$ cat src/rtl/dis_pkg.sv
package dis_pkg;

    typedef enum logic [3:0] {
        ST1 = 4'd1,
        ST2 = 4'd2,
        ST3 = 4'd3,
        ST4 = 4'd4,
        ST5 = 4'd5,
        ST6 = 4'd6,
        ST7 = 4'd7,
        ST8 = 4'd8
    } seq_state_e;

    typedef enum logic {
        SIDE_A = 1'b0,
        SIDE_B = 1'b1
    } side_e;

    typedef struct packed {
        logic a;
        logic b;
    } pair_en_t;

    // Integrate enables implied by a state.
    function automatic pair_en_t integ_of(seq_state_e s);
        pair_en_t r;
        r.a = (s == ST3) || (s == ST5);
        r.b = (s == ST4) || (s == ST6);
        return r;
    endfunction

    function automatic logic is_grounded(seq_state_e s);
        return (s == ST1) || (s == ST2) || (s == ST7) || (s == ST8);
    endfunction

endpackage

$ cat src/rtl/conv_edge_sync.sv
module conv_edge_sync #(
    parameter int SYNC_STAGES = 2
) (
    input  logic clk,
    input  logic rst,
    input  logic conv_i,
    output logic conv_tgl_o
);
    localparam int W = SYNC_STAGES + 1;

    logic [W-1:0] sh_q;

    always_ff @(posedge clk) begin
        if (rst) begin
            sh_q <= {W{conv_i}};
        end else begin
            sh_q <= {sh_q[W-2:0], conv_i};
        end
    end

    // Compare last synchronised sample with the one before it.
    assign conv_tgl_o = sh_q[W-2] ^ sh_q[W-1];
endmodule

$ cat src/rtl/mraz_timer.sv
module mraz_timer #(
    parameter int LEN_CONT  = 4794,
    parameter int LEN_NCONT = 9108,
    parameter int RDY_CONT  = 4212,
    parameter int RDY_NC1   = 4212,
    parameter int RDY_NC2   = 4548
) (
    input  logic clk,
    input  logic rst,
    input  logic start_i,
    input  logic ncont_i,
    output logic busy_o,
    output logic rdy1_o,
    output logic rdy2_o
);
    localparam int MAXLEN = (LEN_NCONT > LEN_CONT) ? LEN_NCONT : LEN_CONT;
    localparam int CW     = $clog2(MAXLEN + 1);
    localparam logic [CW-1:0] END_C  = CW'(LEN_CONT - 1);
    localparam logic [CW-1:0] END_N  = CW'(LEN_NCONT - 1);
    localparam logic [CW-1:0] HIT_C  = CW'(RDY_CONT - 1);
    localparam logic [CW-1:0] HIT_N1 = CW'(RDY_NC1 - 1);
    localparam logic [CW-1:0] HIT_N2 = CW'(RDY_NC2 - 1);

    logic [CW-1:0] cnt_q;
    logic          busy_q;
    logic          nc_q;
    logic [CW-1:0] end_cnt;

    assign end_cnt = nc_q ? END_N : END_C;

    always_ff @(posedge clk) begin
        if (rst) begin
            cnt_q  <= '0;
            busy_q <= 1'b0;
            nc_q   <= 1'b0;
        end else if (start_i) begin
            cnt_q  <= '0;
            busy_q <= 1'b1;
            nc_q   <= ncont_i;
        end else if (busy_q) begin
            cnt_q <= cnt_q + 1'b1;
            if (cnt_q == end_cnt) begin
                busy_q <= 1'b0;
            end
        end
    end

    assign busy_o = busy_q;
    assign rdy1_o = busy_q && !start_i && (nc_q ? (cnt_q == HIT_N1) : (cnt_q == HIT_C));
    assign rdy2_o = busy_q && !start_i && nc_q && (cnt_q == HIT_N2);
endmodule

$ cat src/rtl/seq_fsm.sv
module seq_fsm
    import dis_pkg::*;
(
    input  logic       clk,
    input  logic       rst,
    input  logic       conv_lvl_i,
    input  logic       conv_tgl_i,
    input  logic       busy_i,
    output seq_state_e state_o,
    output logic       start_o,
    output logic       ncont_o,
    output side_e      mraz_side_o
);
    seq_state_e st_q, st_d;
    side_e      side_q, side_d;

    always_comb begin
        st_d    = st_q;
        side_d  = side_q;
        start_o = 1'b0;
        ncont_o = 1'b0;
        case (st_q)
            ST1: if (!busy_i) st_d = ST2;
            ST8: if (!busy_i) st_d = ST7;
            ST2: if (conv_tgl_i) st_d = ST3;
            ST7: if (conv_tgl_i) st_d = ST6;
            ST3: if (conv_tgl_i) begin
                st_d = ST4; start_o = 1'b1; side_d = SIDE_A;
            end
            ST6: if (conv_tgl_i) begin
                st_d = ST5; start_o = 1'b1; side_d = SIDE_B;
            end
            ST4: if (conv_tgl_i) begin
                start_o = 1'b1;
                if (busy_i) begin
                    st_d = ST1; ncont_o = 1'b1; side_d = SIDE_A;
                end else begin
                    st_d = ST5; side_d = SIDE_B;
                end
            end
            ST5: if (conv_tgl_i) begin
                start_o = 1'b1;
                if (busy_i) begin
                    st_d = ST8; ncont_o = 1'b1; side_d = SIDE_B;
                end else begin
                    st_d = ST4; side_d = SIDE_A;
                end
            end
            default: st_d = ST1;
        endcase
    end

    always_ff @(posedge clk) begin
        if (rst) begin
            st_q   <= conv_lvl_i ? ST1 : ST8;
            side_q <= SIDE_A;
        end else begin
            st_q   <= st_d;
            side_q <= side_d;
        end
    end

    assign state_o     = st_q;
    assign mraz_side_o = side_q;
endmodule

$ cat src/rtl/ready_flag.sv
module ready_flag
    import dis_pkg::*;
(
    input  logic  clk,
    input  logic  rst,
    input  logic  rdy1_i,
    input  logic  rdy2_i,
    input  side_e first_side_i,
    input  logic  dxmit_n_i,
    output logic  dvalid_n_o,
    output side_e side_o
);
    always_ff @(posedge clk) begin
        if (rst) begin
            dvalid_n_o <= 1'b1;
            side_o     <= SIDE_A;
        end else if (rdy1_i) begin
            dvalid_n_o <= 1'b0;
            side_o     <= first_side_i;
        end else if (rdy2_i) begin
            dvalid_n_o <= 1'b0;
            side_o     <= (first_side_i == SIDE_A) ? SIDE_B : SIDE_A;
        end else if (!dxmit_n_i) begin
            dvalid_n_o <= 1'b1;
        end
    end
endmodule

$ cat src/rtl/dual_int_sequencer.sv
module dual_int_sequencer
    import dis_pkg::*;
#(
    parameter int SYNC_STAGES    = 2,
    parameter int MRAZ_CONT_CYC  = 4794,
    parameter int MRAZ_NCONT_CYC = 9108,
    parameter int RDY_CONT_CYC   = 4212,
    parameter int RDY_NCONT1_CYC = 4212,
    parameter int RDY_NCONT2_CYC = 4548
) (
    input  logic       clk,
    input  logic       rst,
    input  logic       conv_i,
    input  logic       dxmit_n_i,
    output logic       int_en_a_o,
    output logic       int_en_b_o,
    output logic       mraz_a_o,
    output logic       mraz_b_o,
    output logic       busy_o,
    output logic [3:0] state_o,
    output logic       dvalid_n_o,
    output logic       data_side_o
);
    logic       conv_tgl;
    logic       busy;
    logic       start;
    logic       ncont;
    logic       rdy1;
    logic       rdy2;
    seq_state_e state;
    side_e      mraz_side;
    side_e      data_side;
    pair_en_t   integ;
    logic       gnd;

    conv_edge_sync #(.SYNC_STAGES(SYNC_STAGES)) i_sync (
        .clk        (clk),
        .rst        (rst),
        .conv_i     (conv_i),
        .conv_tgl_o (conv_tgl)
    );

    seq_fsm i_fsm (
        .clk         (clk),
        .rst         (rst),
        .conv_lvl_i  (conv_i),
        .conv_tgl_i  (conv_tgl),
        .busy_i      (busy),
        .state_o     (state),
        .start_o     (start),
        .ncont_o     (ncont),
        .mraz_side_o (mraz_side)
    );

    mraz_timer #(
        .LEN_CONT  (MRAZ_CONT_CYC),
        .LEN_NCONT (MRAZ_NCONT_CYC),
        .RDY_CONT  (RDY_CONT_CYC),
        .RDY_NC1   (RDY_NCONT1_CYC),
        .RDY_NC2   (RDY_NCONT2_CYC)
    ) i_timer (
        .clk     (clk),
        .rst     (rst),
        .start_i (start),
        .ncont_i (ncont),
        .busy_o  (busy),
        .rdy1_o  (rdy1),
        .rdy2_o  (rdy2)
    );

    ready_flag i_ready (
        .clk          (clk),
        .rst          (rst),
        .rdy1_i       (rdy1),
        .rdy2_i       (rdy2),
        .first_side_i (mraz_side),
        .dxmit_n_i    (dxmit_n_i),
        .dvalid_n_o   (dvalid_n_o),
        .side_o       (data_side)
    );

    assign integ       = integ_of(state);
    assign gnd         = is_grounded(state);
    assign int_en_a_o  = integ.a;
    assign int_en_b_o  = integ.b;
    assign mraz_a_o    = busy && (gnd || (state == ST4));
    assign mraz_b_o    = busy && (gnd || (state == ST5));
    assign busy_o      = busy;
    assign state_o     = state;
    assign data_side_o = data_side;
endmodule

$ cat config.mk
export PLATFORM = sky130hd
export DESIGN_NAME = dual_int_sequencer
export DESIGN_NICKNAME = d
export VERILOG_FILES = /design/src/rtl/dis_pkg.sv /design/src/rtl/conv_edge_sync.sv /design/src/rtl/mraz_timer.sv /design/src/rtl/seq_fsm.sv /design/src/rtl/ready_flag.sv /design/src/rtl/dual_int_sequencer.sv
export SDC_FILE = /design/constraint.sdc
export NUM_CORES = 1
export LEC_CHECK = 0
export ABC_CLOCK_PERIOD_IN_PS = 2000
export BUFFER_PORTS_ARGS = -buffer_cell sky130_fd_sc_hd__buf_2
export CORE_MARGIN = 2
export CORE_UTILIZATION = 36
export DETAILED_ROUTE_END_ITERATION = 6
export PLACE_DENSITY_LB_ADDON = 0.1
export SYNTH_ARGS = -nofsm -noshare
export SYNTH_HDL_FRONTEND = slang
export SYNTH_SLANG_ARGS = --single-unit
$ cat constraint.sdc
create_clock -name clk -period 2 [get_ports clk]
set_input_delay 0.1 -clock clk [delete_from_list [all_inputs] [get_ports clk]]
set_output_delay 0.1 -clock clk [all_outputs]
set_load 0.02 [all_outputs]
==> impl_metrics.ini, run 1 <==
[power]
power_switching_uw = 560.8
pwr-share-comb_pct = 37.1
ir_drop_uv = 273.4
p_sw_share_pct = 34.62
p_leak_nw = 0.5841
p_int_mw = 1.059
power_frac_seq_pct = 39.3
power_mw = 1.620
p_per_area_nw_per_um2 = 1036
power_frac_clock_pct = 23.5

[floorplan]
start_util_pct = 37.06
die_w_um = 64.93
num_rows = 22
die_h_um = 64.93
io_pins = 15
core_um2 = 3606
die-area_um2 = 4215

[critical_path]
slowest_stage = edfxtp_1
crit_path_start_kind = flop
crit_path_max_incr_delay_ps = 510
path_cells = buf_4, xnor2_1, xor2_1, o21a_1, nor2_1, buf_2
critPathKind = flop to output port
critPathArrivalTime_ps = 1760
cp_max_fo = 6
required_ps = 1900
worst_setup_path_end_kind = output port

[final_layout]
syn2layout_area_growth_pct = 17.04
antenna_cells = 0
drive_gt1_share_pct = 16.18
fillers = 361
fin_nets = 179

[global_route]
grt_max_degree = 16
grt_pass1_wl_um = 4816
grt.total_usage_pct = 14.33
grt_pass1_vias = 1048
gr-total-overflow = 0
antenna_found_initial = 0

[timing]
rsz0062_at_grt = no
setup_viol = 0
slew_viol_final = 0
worstMarginPinSlew_ps = 546.2
skew_ps = 8.028
fin_tns_setup_ps = 0
fmax_ghz = 0.5375
finalCritPeriodShare_pct = 93.02
slew_headroom_pct = 63.31
hold_viol = 0
holdWs_ps = 144.8
finalCriticalPeriod_ps = 1860

[yosys]
syn_area_per_cell_um2 = 8.621
yosys.area.top_type = dfxtp_1
synth.area.top_cells = dfxtp_1 33%, edfxtp_1 9.0%, nor2_1 7.9%
ys_seq_area_share_pct = 41.95
syn-cell-area_um2 = 1336
synth_top_cell_area_share_pct = 32.96
ys_ff_latch = 26
ys_warn_count = 0
synth_fp_nets = 160
yosysUniqueCellTypes = 39
syn_inst = 155

[detailed_routing]
drc = 0
viasPerCell = 4.977
ant_nets = 0
first_pass_iters = 4
drt-total-wl_um = 2667
routedWlPerCell_um = 12.07
num_vias = 1100
drtIter0Drc = 50

[cts]
post_cts_buffers = 0
cts_hold_buf = 1
cts_buffers = 3
cts_tree = yes
cts_max_level = 1
clock_latency_ps = 270
ctsLongestPathBuffers = 2
clk_pin_slew_worst_paths_ps = 90
cts_resized = 0
cts.sinks = 26
cts_root_buffer = clkbuf_8

[placed_design]
gp_congestion = 0.8006
hpwl_um = 2021
io_buffers = 14

[job]
cap_violations = 0

[run_status]
status = finished, final reports clean

[hold_path]
hp-class = input port to flop
-- flip-flops by register name (all words and copies together) (netlist names) --
name,cells
i_timer.nc_q,1
i_timer.busy_o,1
i_timer.cnt_q,14
i_ready.dvalid_n_o,1
i_fsm.mraz_side_o,1
i_sync.sh_q,3
i_ready.side_o,1
i_fsm.state_o,4
-- Yosys cell counts, drive strengths merged --
cell and count:
nor4bb 1, buf 1, o2111ai 1, o21ai 5, clkbuf 7, and3 1
o21a 3, nor3 5, xnor2 8, nand4b 2, a21o 1, nand3b 2
a21oi 4, and4b 1, or3 2, nor2b 3, nand3 2, ha 1
edfxtp 4, o21bai 1, a31oi 1, nor2 28, mux2i 3, or3b 1
nand4 5, o32a 1, a2111oi 1, inv 5, nor3b 1, dfxtp 22
nor4 2, nand2 10, a31o 1, nand2b 4, xor2 12, or2 3
-- cell type report --
class                           count  area [um^2]  area share [%]
Multi-Input combinational cell    116        725.7           46.40
Sequential cell                    26        560.5           35.84
Timing Repair Buffer               22        132.6           8.480
Clock buffer                        4        66.31           4.240
Tap cell                           48        60.06           3.840
Inverter                            5        18.77           1.200
-- kinds of logic after synthesis --
group | Yosys count | share of synthesized area (%)
AND/OR/NAND/NOR | 73 | 28.18
flip-flops | 26 | 41.95
XOR/XNOR | 20 | 13.11
AO/OA/AOI/OAI | 19 | 9.832
buffers and inverters | 13 | 3.745
multiplexers | 3 | 2.247
adder cells (fa/ha/maj) | 1 | 0.9362
-- worst max-delay path: cells and delay by family, from the launching register on --
kind,cells,cell delay [ps]
flops,1,510
buf+inv,2,370
xor+xnor,2,370
compound gates,1,180
simple gates,1,80
-- routing by layer --
layer	vias to the layer above	part of all wire, %	GRT usage (%)
li1	569	-	-
met1	515	52	20.34
met2	14	44	22.16
met3	2	2.8	2.604
met4	0	0.75	3.989
met5	-	0	0
-- worst paths after layout --
path	startpoint	end	slack (ps)	depth (start not counted)
worst max-delay path	i_fsm.state_o[2]$_SDFFCE_PP0P_	mraz_a_o	140	6
worst min-delay path	dxmit_n_i	i_ready.dvalid_n_o$_SDFFE_PP1P_	140	3
worst max register to register	i_timer.cnt_q[12]$_SDFFE_PP0P_	i_ready.side_o$_SDFFE_PP0P_	170	5
worst min register to register	i_sync.sh_q[0]$_DFF_P_	i_sync.sh_q[1]$_DFF_P_	450	2
-- power by group through the flow --
stage	Sequential, mW	Clock (mW)	Combinational [mW]
after floorplan	0.670	0	0.404
after global placement	0.648	0	0.592
after detailed placement	0.648	0	0.603
after CTS	0.636	0.398	0.608
after global routing	0.646	0.419	0.659
final	0.637	0.381	0.602
-- cells in the final DEF (no fill, tap or decap), types with 5 or more instances in the layout --
master	instances
buf_2	14
buf_4	7
dfxtp_1	22
nand2_1	10
nand4_1	5
nor2_1	28
nor3_1	5
xnor2_1	8
xor2_1	12
-- per-stage QoR --
| stage | utilization [%] | setup slack [ps] | std cells | instance area (um^2) |
|---|---|---|---|---|
| after global routing | 43.37 | 34.67 | 221 | 1564 |
| final | 43.37 | 139.6 | 221 | 1564 |
| after floorplan | - | 61.49 | 155 | 1336 |
| after CTS | 43.37 | 128.4 | 221 | 1564 |
| after detailed placement | 41.26 | 185.3 | 216 | 1488 |
| after global placement | 41.26 | 207.3 | 216 | 1488 |
No activity file was read; power rests on OpenSTA's default activity.
==> run 2: changes to the inputs <==
- REMOVE_ABC_BUFFERS: not set -> 1
==> impl_metrics.ini, run 2 (same netlist as run 1, synthesis figures left out) <==
[placed_design]
gp_congestion = 0.8572
dp_slack_ps = 160.7
hpwl_um = 1984
place_area_um2 = 1480
io_buffers = 14

[cts]
clock_latency_ps = 280
cts_max_level = 1
cts_buffers = 3
cts.sinks = 26
cts_root_buffer = clkbuf_8
ctsLongestPathBuffers = 2
clk_pin_slew_worst_paths_ps = 100
cts_tree = yes

[final_layout]
fin_nets = 180
final_cell_mix = 28 x nor2_1, 22 x dfxtp_1, 14 x buf_2, 12 x xor2_1, 10 x nand2_1
final_common_cell = nor2_1
top_register = i_timer.cnt_q
drive_gt1_share_pct = 16.67
fillers = 363
syn2layout_area_growth_pct = 17.60
antenna_cells = 0
fin_util_pct = 43.58
largest_register_ffs = 14
finalInstanceArea_um2 = 1572

[detailed_routing]
drc = 0
first_pass_iters = 4
drtIter0Drc = 72
viasPerCell = 4.982
num_vias = 1106
routedWlPerCell_um = 12.11
ant_nets = 0
drt-total-wl_um = 2688

[timing]
skew_ps = 11.22
fmax_ghz = 0.5290
fin_ws_ps = 109.6
rsz0062_at_grt = no
fin_tns_setup_ps = 0
finalCritPeriodShare_pct = 94.52
worstMarginPinSlew_ps = 489.8
slew_viol_final = 0
finalCriticalPeriod_ps = 1890
setup_viol = 0
slew_headroom_pct = 67.09
hold_viol = 0

[floorplan]
num_rows = 22
die_h_um = 64.93
die-area_um2 = 4215
die_w_um = 64.93
core_um2 = 3606
io_pins = 15
start_util_pct = 37.06

[power]
p_leak_nw = 0.5898
ir_drop_uv = 332.4
power_mw = 1.650
p_per_area_nw_per_um2 = 1050

[critical_path]
reg2reg_to = i_ready.side_o$_SDFFE_PP0P_
endpoint = mraz_a_o
r2r_cells = 5
r2r_setup_slack_ps = 120
critPathArrivalTime_ps = 1790
worst_setup_path_end_kind = output port
crit_path_start = i_fsm.state_o[2]$_SDFFCE_PP0P_
timing.rr.start = i_timer.cnt_q[12]$_SDFFE_PP0P_
cp_max_fo = 6
required_ps = 1900
crit_path_start_kind = flop
critPathKind = flop to output port

[job]
cap_violations = 0

[global_route]
grt_pass1_wl_um = 4733
gr-total-overflow = 0
grt_max_degree = 16
grt_pass1_vias = 1028
grt.total_usage_pct = 14.15
antenna_found_initial = 0

[run_status]
status = finished, final reports clean

[hold_path]
hp-class = input port to flop
-- run 2: area by class of cell --
cell class | instances | area (um^2) | area share, %
Clock buffer | 4 | 66.31 | 4.220
Inverter | 5 | 18.77 | 1.194
Multi-Input combinational cell | 116 | 725.7 | 46.18
Sequential cell | 26 | 560.5 | 35.67
Tap cell | 48 | 60.06 | 3.822
Timing Repair Buffer | 23 | 140.1 | 8.917
-- run 2: how the worst min path moves through the flow --
stage	start	endpoint	slack [ps]	cells after the start
2_1_floorplan	conv_i	i_sync.sh_q[0]$_DFF_P_	130	0
3_3_place_gp	conv_i	i_sync.sh_q[0]$_DFF_P_	230	1
3_5_place_dp	conv_i	i_sync.sh_q[0]$_DFF_P_	230	1
4_1_cts	dxmit_n_i	i_ready.dvalid_n_o$_SDFFE_PP1P_	140	3
5_1_grt	rst	i_timer.busy_o$_SDFF_PP0_	170	2
6_report	dxmit_n_i	i_ready.dvalid_n_o$_SDFFE_PP1P_	130	3
-- run 2: report_power, final --
group | switching, mW | internal [mW]
clock | 0.172 | 0.218
sequential | 0.0436 | 0.589
combinational | 0.358 | 0.270
total | 0.573 | 1.08
-- run 2: repair_timing --
action / in CTS / in global routing
endpoints found under the setup margin: 0 / 1
endpoints found under the hold margin: 1 / 0
resized for setup: 0 / 0
hold buffers: 1 / 0
buffers inserted: 0 / 2
-- run 2: critical path, stage by stage, from the launching register on --
cell      delay, ps
edfxtp_1        490
buf_4           200
xnor2_1         260
xor2_1          110
o21a_1          180
nor2_1          110
buf_2           180
-- run 2: stage by stage --
stage,hold slack (ps),cells
finish,131.1,222
global route,172.5,222
CTS,135.3,220
detailed placement,232.8,215
global placement,234.0,215
floorplan,127.7,147
-- run 2: per-layer routing --
metal	up-vias	wire length (um)	GRT usage [%]	part of all wire, %
met5	-	0	0	0
met4	0	20	5.585	0.74
met1	511	1400	20.47	52
li1	571	-	-	-
met2	22	1153	21.01	43
met3	2	114	2.083	4.2
